<file path="config.mk">
export PLATFORM = sky130hd
export DESIGN_NAME = tmm_seq
export DESIGN_NICKNAME = d
export VERILOG_FILES = /design/src/rtl/tmm_pkg.sv /design/src/rtl/tmm_tile_loop.sv /design/src/rtl/tmm_operand_fetch.sv /design/src/rtl/tmm_acc_buf.sv /design/src/rtl/tmm_seq.sv
export SDC_FILE = /design/constraint.sdc
export NUM_CORES = 2
export LEC_CHECK = 0
export ABC_AREA = 0
export BUFFER_PORTS_ARGS = -buffer_cell sky130_fd_sc_hd__buf_4
export CAP_MARGIN = 20
export CORE_MARGIN = 5
export CORE_UTILIZATION = 33
export DETAILED_ROUTE_END_ITERATION = 6
export HOLD_SLACK_MARGIN = 0.08
export SYNTH_ARGS = -nofsm -noshare
export SYNTH_HDL_FRONTEND = slang
export SYNTH_SLANG_ARGS = --single-unit
</file>
<file path="constraint.sdc">
create_clock -name clk -period 23.7 [get_ports clk]
set_clock_uncertainty 0.2 [all_clocks]
set_input_delay 2.37 -clock clk [delete_from_list [all_inputs] [get_ports clk]]
set_output_delay 2.37 -clock clk [all_outputs]
set_load 0.01 [all_outputs]
</file>
<file path="src/rtl/tmm_pkg.sv">
// Shared types for the tiled matrix-multiply sequencer.
package tmm_pkg;

    // Sequencer phases: idle, issue operand reads, wait for the array, write back.
    typedef enum logic [1:0] {
        S_IDLE  = 2'd0,
        S_FEED  = 2'd1,
        S_WAIT  = 2'd2,
        S_WRITE = 2'd3
    } tmm_state_e;

endpackage

</file>
<file path="src/rtl/tmm_tile_loop.sv">
// Tile loop counters: keeps the element base of the current output tile
// (row, column) and of the current K-tile, and flags the final iterations.
// Assumes step_k and step_out never coincide and that every dimension is >= 1.
module tmm_tile_loop #(
    parameter int TILE  = 4,
    parameter int POS_W = 7
) (
    input  logic             clk,
    input  logic             rst_n,
    input  logic             init,
    input  logic             step_k,
    input  logic             step_out,
    input  logic [POS_W-1:0] dim_m,
    input  logic [POS_W-1:0] dim_k,
    input  logic [POS_W-1:0] dim_n,
    output logic [POS_W-1:0] row_base,
    output logic [POS_W-1:0] col_base,
    output logic [POS_W-1:0] k_base,
    output logic             k_first,
    output logic             k_last,
    output logic             out_last
);
    localparam logic [POS_W-1:0] TSTEP = POS_W'(TILE);

    logic [POS_W-1:0] row_nx, col_nx, k_nx;
    logic             col_last, row_last;

    // Next bases and end-of-dimension flags.
    always_comb begin
        row_nx   = row_base + TSTEP;
        col_nx   = col_base + TSTEP;
        k_nx     = k_base + TSTEP;
        k_first  = (k_base == '0);
        k_last   = (k_nx >= dim_k);
        col_last = (col_nx >= dim_n);
        row_last = (row_nx >= dim_m);
        out_last = row_last && col_last;
    end

    // Advance K innermost, then output column, then output row.
    always_ff @(posedge clk) begin
        if (!rst_n || init) begin
            row_base <= '0;
            col_base <= '0;
            k_base   <= '0;
        end else if (step_k) begin
            k_base <= k_nx;
        end else if (step_out) begin
            k_base <= '0;
            if (col_last) begin
                col_base <= '0;
                row_base <= row_nx;
            end else begin
                col_base <= col_nx;
            end
        end
    end

    // the two advance requests come from different FSM phases.
    p_step_excl_r3: assert property (@(posedge clk) disable iff (!rst_n)
        !(step_k && step_out));

endmodule

</file>
<file path="src/rtl/tmm_operand_fetch.sv">
// Operand fetch: issues one column slice of the A tile and one row slice
// of the B tile per slot, enables only in-range lanes, and presents the
// returned data to the array with disabled lanes forced to zero.
// Assumes scratchpad read latency of exactly one cycle.
module tmm_operand_fetch #(
    parameter int TILE  = 4,
    parameter int DW    = 8,
    parameter int POS_W = 7,
    parameter int IDX_W = 6,
    localparam int SW     = $clog2(TILE),
    localparam int ADDR_W = 2 * IDX_W
) (
    input  logic                   clk,
    input  logic                   rst_n,
    input  logic                   issue,
    input  logic [SW-1:0]          step,
    input  logic [POS_W-1:0]       row_base,
    input  logic [POS_W-1:0]       col_base,
    input  logic [POS_W-1:0]       k_base,
    input  logic [POS_W-1:0]       dim_m,
    input  logic [POS_W-1:0]       dim_k,
    input  logic [POS_W-1:0]       dim_n,
    output logic [TILE-1:0]        a_rd_en,
    output logic [TILE*ADDR_W-1:0] a_rd_addr,
    input  logic [TILE*DW-1:0]     a_rd_data,
    output logic [TILE-1:0]        b_rd_en,
    output logic [TILE*ADDR_W-1:0] b_rd_addr,
    input  logic [TILE*DW-1:0]     b_rd_data,
    output logic                   arr_valid,
    output logic                   arr_last,
    output logic [TILE*DW-1:0]     arr_a,
    output logic [TILE*DW-1:0]     arr_b
);
    logic [POS_W-1:0] k_pos;
    logic             k_ok;
    logic [TILE-1:0]  a_mask_q, b_mask_q;

    assign k_pos = k_base + POS_W'(step);
    assign k_ok  = issue && (k_pos < dim_k);

    for (genvar g = 0; g < TILE; g++) begin : g_lane
        logic [POS_W-1:0] a_row, b_col;
        // Lane addresses and range masks for this slot.
        assign a_row = row_base + POS_W'(g);
        assign b_col = col_base + POS_W'(g);
        assign a_rd_en[g] = k_ok && (a_row < dim_m);
        assign b_rd_en[g] = k_ok && (b_col < dim_n);
        assign a_rd_addr[g*ADDR_W +: ADDR_W] = {a_row[IDX_W-1:0], k_pos[IDX_W-1:0]};
        assign b_rd_addr[g*ADDR_W +: ADDR_W] = {k_pos[IDX_W-1:0], b_col[IDX_W-1:0]};
        // Zero-substitute lanes whose read was not enabled.
        assign arr_a[g*DW +: DW] = a_mask_q[g] ? a_rd_data[g*DW +: DW] : '0;
        assign arr_b[g*DW +: DW] = b_mask_q[g] ? b_rd_data[g*DW +: DW] : '0;
    end

    // Delay masks and slot markers to line up with the returned data.
    always_ff @(posedge clk) begin
        if (!rst_n) begin
            a_mask_q  <= '0;
            b_mask_q  <= '0;
            arr_valid <= 1'b0;
            arr_last  <= 1'b0;
        end else begin
            a_mask_q  <= a_rd_en;
            b_mask_q  <= b_rd_en;
            arr_valid <= issue;
            arr_last  <= issue && (step == SW'(TILE - 1));
        end
    end

    // the end marker only ever accompanies a valid step.
    p_last_valid_r5: assert property (@(posedge clk) disable iff (!rst_n)
        arr_last |-> arr_valid);

endmodule

</file>
<file path="src/rtl/tmm_acc_buf.sv">
// Output-tile accumulator: TILE x TILE signed registers that are loaded
// with the first partial result, summed with later ones, and read one
// element at a time for write-back.
module tmm_acc_buf #(
    parameter int TILE  = 4,
    parameter int ACC_W = 24,
    localparam int EL = TILE * TILE,
    localparam int IW = $clog2(EL)
) (
    input  logic                clk,
    input  logic                rst_n,
    input  logic                load,
    input  logic                accum,
    input  logic [EL*ACC_W-1:0] res,
    input  logic [IW-1:0]       rd_idx,
    output logic [ACC_W-1:0]    rd_data
);
    logic [ACC_W-1:0] acc [EL];

    // Replace or add the whole partial tile in one cycle.
    always_ff @(posedge clk) begin
        for (int e = 0; e < EL; e++) begin
            if (!rst_n)     acc[e] <= '0;
            else if (load)  acc[e] <= res[e*ACC_W +: ACC_W];
            else if (accum) acc[e] <= acc[e] + res[e*ACC_W +: ACC_W];
        end
    end

    assign rd_data = acc[rd_idx];

    // a partial result is either a first load or an addition, never both.
    p_load_accum_excl_r6: assert property (@(posedge clk) disable iff (!rst_n)
        !(load && accum));

endmodule

</file>
<file path="src/rtl/tmm_seq.sv">
// Tiled matrix-multiply sequencer top: FSM that walks output tiles and
// K-tiles, drives operand fetch, accepts partial results from an external
// systolic array and writes finished in-range elements back.
// Assumes TILE is a power of two >= 2 and 1 <= M, K, N <= MAX_DIM at start.
module tmm_seq
    import tmm_pkg::*;
#(
    parameter int TILE    = 4,
    parameter int DW      = 8,
    parameter int ACC_W   = 24,
    parameter int MAX_DIM = 64,
    localparam int DIM_W  = $clog2(MAX_DIM + 1),
    localparam int IDX_W  = $clog2(MAX_DIM),
    localparam int ADDR_W = 2 * IDX_W,
    localparam int POS_W  = $clog2(MAX_DIM + TILE),
    localparam int SW     = $clog2(TILE),
    localparam int WW     = $clog2(TILE * TILE)
) (
    input  logic                        clk,
    input  logic                        rst_n,
    input  logic                        start,
    input  logic [DIM_W-1:0]            cfg_m,
    input  logic [DIM_W-1:0]            cfg_k,
    input  logic [DIM_W-1:0]            cfg_n,
    output logic                        busy,
    output logic                        done,
    output logic [TILE-1:0]             a_rd_en,
    output logic [TILE*ADDR_W-1:0]      a_rd_addr,
    input  logic [TILE*DW-1:0]          a_rd_data,
    output logic [TILE-1:0]             b_rd_en,
    output logic [TILE*ADDR_W-1:0]      b_rd_addr,
    input  logic [TILE*DW-1:0]          b_rd_data,
    output logic                        arr_valid,
    output logic                        arr_last,
    output logic [TILE*DW-1:0]          arr_a,
    output logic [TILE*DW-1:0]          arr_b,
    input  logic                        arr_res_valid,
    input  logic [TILE*TILE*ACC_W-1:0]  arr_res,
    output logic                        c_wr_en,
    output logic [ADDR_W-1:0]           c_wr_addr,
    output logic [ACC_W-1:0]            c_wr_data
);
    tmm_state_e       state;
    logic [SW-1:0]    step_q;
    logic [WW-1:0]    w_q;
    logic [POS_W-1:0] m_q, k_q, n_q;
    logic [POS_W-1:0] row_base, col_base, k_base;
    logic [POS_W-1:0] wr_row, wr_col;
    logic             k_first, k_last, out_last, w_last, res_take;
    logic             loop_init, step_k, step_out;

    // Phase decodes that steer the loop counters and accumulator.
    always_comb begin
        w_last    = (w_q == WW'(TILE * TILE - 1));
        res_take  = (state == S_WAIT) && arr_res_valid;
        loop_init = (state == S_IDLE) && start;
        step_k    = res_take && !k_last;
        step_out  = (state == S_WRITE) && w_last && !out_last;
    end

    // Main sequencer: accept start, issue slots, wait, write back, finish.
    always_ff @(posedge clk) begin
        if (!rst_n) begin
            state  <= S_IDLE;
            step_q <= '0;
            w_q    <= '0;
            m_q    <= '0;
            k_q    <= '0;
            n_q    <= '0;
            done   <= 1'b0;
        end else begin
            done <= 1'b0;
            case (state)
                S_IDLE: if (start) begin
                    m_q    <= POS_W'(cfg_m);
                    k_q    <= POS_W'(cfg_k);
                    n_q    <= POS_W'(cfg_n);
                    step_q <= '0;
                    state  <= S_FEED;
                end
                S_FEED: begin
                    step_q <= step_q + 1'b1;
                    if (step_q == SW'(TILE - 1)) state <= S_WAIT;
                end
                S_WAIT: if (arr_res_valid) begin
                    step_q <= '0;
                    w_q    <= '0;
                    state  <= k_last ? S_WRITE : S_FEED;
                end
                S_WRITE: begin
                    w_q <= w_q + 1'b1;
                    if (w_last) begin
                        step_q <= '0;
                        if (out_last) begin
                            state <= S_IDLE;
                            done  <= 1'b1;
                        end else begin
                            state <= S_FEED;
                        end
                    end
                end
                default: state <= S_IDLE;
            endcase
        end
    end

    assign busy = (state != S_IDLE);

    tmm_tile_loop #(.TILE(TILE), .POS_W(POS_W)) u_loop (
        .clk(clk), .rst_n(rst_n), .init(loop_init),
        .step_k(step_k), .step_out(step_out),
        .dim_m(m_q), .dim_k(k_q), .dim_n(n_q),
        .row_base(row_base), .col_base(col_base), .k_base(k_base),
        .k_first(k_first), .k_last(k_last), .out_last(out_last)
    );

    tmm_operand_fetch #(.TILE(TILE), .DW(DW), .POS_W(POS_W), .IDX_W(IDX_W)) u_fetch (
        .clk(clk), .rst_n(rst_n), .issue(state == S_FEED), .step(step_q),
        .row_base(row_base), .col_base(col_base), .k_base(k_base),
        .dim_m(m_q), .dim_k(k_q), .dim_n(n_q),
        .a_rd_en(a_rd_en), .a_rd_addr(a_rd_addr), .a_rd_data(a_rd_data),
        .b_rd_en(b_rd_en), .b_rd_addr(b_rd_addr), .b_rd_data(b_rd_data),
        .arr_valid(arr_valid), .arr_last(arr_last), .arr_a(arr_a), .arr_b(arr_b)
    );

    tmm_acc_buf #(.TILE(TILE), .ACC_W(ACC_W)) u_acc (
        .clk(clk), .rst_n(rst_n),
        .load(res_take && k_first), .accum(res_take && !k_first),
        .res(arr_res), .rd_idx(w_q), .rd_data(c_wr_data)
    );

    // Write-back slot position and in-range gating.
    always_comb begin
        wr_row    = row_base + POS_W'(w_q[WW-1:SW]);
        wr_col    = col_base + POS_W'(w_q[SW-1:0]);
        c_wr_en   = (state == S_WRITE) && (wr_row < m_q) && (wr_col < n_q);
        c_wr_addr = {wr_row[IDX_W-1:0], wr_col[IDX_W-1:0]};
    end

    // done lasts one cycle and coincides with the return to idle.
    p_done_pulse_r8: assert property (@(posedge clk) disable iff (!rst_n)
        done |=> !done);
    p_done_idle_r8: assert property (@(posedge clk) disable iff (!rst_n)
        done |-> !busy);
    // captured dimensions hold for the whole run.
    p_cfg_hold_r2: assert property (@(posedge clk) disable iff (!rst_n)
        busy |=> ($stable(m_q) && $stable(k_q) && $stable(n_q)));
    // scratchpad reads happen only in issue slots.
    p_read_in_feed_r4: assert property (@(posedge clk) disable iff (!rst_n)
        (|a_rd_en || |b_rd_en) |-> (state == S_FEED));
    // element writes happen only in write-back slots.
    p_write_in_wb_r7: assert property (@(posedge clk) disable iff (!rst_n)
        c_wr_en |-> (state == S_WRITE));
    // array results are only offered while a result is awaited.
    p_res_when_waiting_r6: assert property (@(posedge clk) disable iff (!rst_n)
        arr_res_valid |-> (state == S_WAIT));
    // the K-tile base never leaves the configured inner dimension.
    p_kbase_bound_r3: assert property (@(posedge clk) disable iff (!rst_n)
        busy |-> (k_base < k_q));

endmodule

</file>
==> flow_metrics.tcl <==
set metrics [dict create \
    cts_sinks 443 \
    wire_per_inst_microns 23.3 \
    reg2reg_depth 4 \
    drv_slew 0 \
    synth_top_area_cell "edfxtp_1" \
    ys.flop_type "edfxtp_1" \
    htreeDepth 2 \
    viasPerCell 5.46 \
    wirelength_microns 158000 \
    synthTopCellsByArea "edfxtp_1 28%, ha_1 13%, mux4_2 6.6%" \
    yosysMostFrequentCell "nand2_1" \
    design.portCount 682 \
    numCtsBuffers 60 \
    critPathLaunchType "register" \
    switching_share_pct 30.0 \
    outcome "completed" \
    first_global_vias 35100 \
    antenna_found_initial 76 \
    ant_nets 0 \
    die_h_microns 362 \
    die_w_microns 362 \
    grt_pass1_wl_microns 228000 \
    drt_pass1_iterations 5 \
    yosysSeqAreaShare_pct 31.1 \
    cpMaxStageDelayCell "a211oi_1" \
    synthArstFlopShare_pct 0 \
    ir_drop_uv 62.9 \
    maxCapViolations 0 \
    nets 5963 \
    synth_cell_types 88 \
    post-route-min-period_ns 6.29 \
    required_ns 21.13 \
    post_cts_buffers 0 \
    p_clk_share_pct 38.8 \
    grt_use_total_pct 22.9 \
    synth_top_area_share_pct 28.2 \
    cts-root-buf "clkbuf_16" \
    slowest_delay_ns 0.63 \
    gp_congestion 0.912 \
    grt_setup_unrepaired "false" \
    power.sequential.fraction_pct 37.9 \
    finalHoldViolations 0 \
    clock_latency_ns 0.68 \
    cts-resized-gates 0 \
    synth_edf_count 384 \
    p_leak_nw 20.9 \
    core_area_sq_um 123000 \
    worstPathArrival_ns 3.72 \
    p_int_mw 1.66 \
    slew_headroom_pct 23.7 \
    finalCritPeriodShare_pct 26.5 \
    p_switching_mw 0.712 \
    hp-class "reg2reg" \
    crit_fanout 9 \
    dp_hpwl_microns 123000 \
    crit_type "reg2out" \
    cts.path.max_buffers 3 \
    grt_max_degree 155 \
    setup_viol 0 \
    end_kind "output port" \
    dpl.cell_count 6626 \
    yosys_register_bits 443 \
    p_per_area_nw_per_um2 48.5 \
    drive_above_1_share_pct 18.6 \
    path_cells "xor2_1 -> ha_1 -> a21o_1 -> a21o_1 -> a21o_1 -> a21oi_1 -> o21ai_0 -> a211oi_1 -> buf_4" \
    drc_errors 0 \
    area_growth_pct 19.7 \
    combinationalPowerShare_pct 23.3 \
    path_clk_slew_ns 0.06 \
    start_util_pct 33.1 \
    row_count 129 \
    reg2reg_slack_ns 19.60 \
    ys_top_cells_by_count "635 x nand2_1, 510 x a21oi_1, 422 x ha_1" \
    hold_depth 2 \
    syn_inst 4565 \
    path_common_cell "a21o_1" \
    hold_buffers 0 \
    port_buffers 665 \
    grt-ovfl-total 0 \
    worstMarginPinSlew_ns 1.14 \
    finalSetupTns_ns 0 \
    min_to "n_q[2]$_SDFFE_PN0P_" \
    syn-cell-area_sq_um 40900 \
    hp-start "n_q[2]$_SDFFE_PN0P_" \
    syn_area_per_cell_sq_um 8.96 \
    final-instance-count-excl-fill 6779 \
    rr_startpoint "state[1]$_SDFFE_PN0P_" \
    cts_tree "built" \
    yosys_warnings 0 \
    via_count 37000 \
    r2r_end "u_acc.acc[3][11]$_DFFE_PP_" \
    drt_first_iter_violations 2661 \
    die_area_sq_um 131000 \
    timing.fmax_mhz 159 \
]
[cells in the final DEF (no fill, tap or decap), types with 12 or more instances in the layout]
cell type / count
a211oi_1: 78
a21boi_0: 12
a21o_1: 164
a21oi_1: 510
a22o_1: 18
a31oi_1: 26
and2_1: 81
and3_1: 31
buf_4: 690
clkbuf_1: 18
clkbuf_16: 66
conb_1: 17
dfxtp_1: 56
diode_2: 43
edfxtp_1: 384
fa_1: 16
ha_1: 422
inv_1: 149
mux2i_1: 17
mux4_2: 120
nand2_1: 633
nand2b_1: 65
nand3_1: 104
nand4_1: 27
nor2_1: 275
nor2b_1: 50
nor3_1: 65
nor3b_1: 14
o211ai_1: 17
o21a_1: 58
o21ai_0: 282
o21bai_1: 46
o31a_1: 12
o31ai_1: 25
or3_1: 48
xnor2_1: 188
xor2_1: 96
[critical path, delay by kind of cell (launching register included)]
family,cells,cell delay [ns]
compound gates,6,1.56
buf+inv,1,0.23
xor+xnor,1,0.53
fa+ha+maj,1,0.35
flops,1,0.39
[per-layer routing]
layer	routed length [microns]	vias to the layer above	GRT usage, %
met5	372	-	0
met4	5560	56	8.36
met3	13500	238	6.52
met2	73300	1146	37.6
met1	65000	17800	28.6
li1	-	17800	-
[power groups by stage]
stage	clock, mW	sequential, mW	combinational, mW
floorplan	0	0.913	0.368
global placement	0	0.915	0.543
detailed placement	0	0.916	0.546
CTS	0.942	0.900	0.550
global route	0.970	0.902	0.611
finish	0.921	0.900	0.552
[state kept, by name, summed over array words and instances (netlist names), named ones only]
signal             cells
u_acc.acc            384
k_q                    7
m_q                    7
n_q                    7
u_loop.col_base        5
u_loop.k_base          5
u_loop.row_base        5
u_fetch.a_mask_q       4
u_fetch.b_mask_q       4
w_q                    4
state                  2
step_q                 2
done                   1
u_fetch.arr_last       1
u_fetch.arr_valid      1
[worst max path at each step]
stage | startpoint | end | slack [ns] | cells after the start
after global placement | arr_res_valid | u_acc.acc[14][14]$_DFFE_PP_ | 17.67 | 7
after global routing | u_loop.k_base[2]$_SDFFE_PP0P_ | b_rd_en[0] | 17.15 | 9
final | u_loop.k_base[2]$_SDFFE_PP0P_ | b_rd_en[0] | 17.41 | 9
after CTS | u_loop.k_base[2]$_SDFFE_PP0P_ | b_rd_en[0] | 17.29 | 9
after floorplan | arr_res_valid | u_acc.acc[0][0]$_DFFE_PP_ | 11.92 | 2
after detailed placement | arr_res_valid | u_acc.acc[14][14]$_DFFE_PP_ | 17.58 | 7
[per-stage QoR]
stage | cell area [sq um] | utilization [%] | power, mW | hold WS [ns] | worst slack, ns
floorplan | 41000 | - | 1.28 | 0.236 | 11.92
global placement | 46900 | 38.0 | 1.46 | 0.246 | 17.67
detailed placement | 46900 | 38.0 | 1.46 | 0.249 | 17.58
CTS | 48800 | 39.6 | 2.39 | 0.258 | 17.29
global route | 48900 | 39.6 | 2.48 | 0.277 | 17.15
finish | 49000 | 39.7 | 2.37 | 0.256 | 17.41
[kinds of logic after synthesis]
family | Yosys count | synth area share (%)
AO/OA/AOI/OAI | 1370 | 20.9
XOR/XNOR | 284 | 6.08
adder cells (fa/ha/maj) | 438 | 13.7
buffers and inverters | 433 | 4.80
flip-flops | 443 | 31.1
multiplexers | 138 | 7.05
other | 2 | 0.0184
AND/OR/NAND/NOR | 1457 | 16.4
[final cells by class]
| class | instances | area [sq um] |
|---|---|---|
| inverters | 150 | 563 |
| diodes | 43 | 108 |
| multi-input cells | 3704 | 26300 |
| clock buffers | 87 | 1760 |
| well taps | 1637 | 2050 |
| clock inverters | 22 | 173 |
| fillers | 12300 | 74500 |
| flip-flops and latches | 443 | 12700 |
| repair buffers | 693 | 5250 |
(Power assumes the default switching activity.)
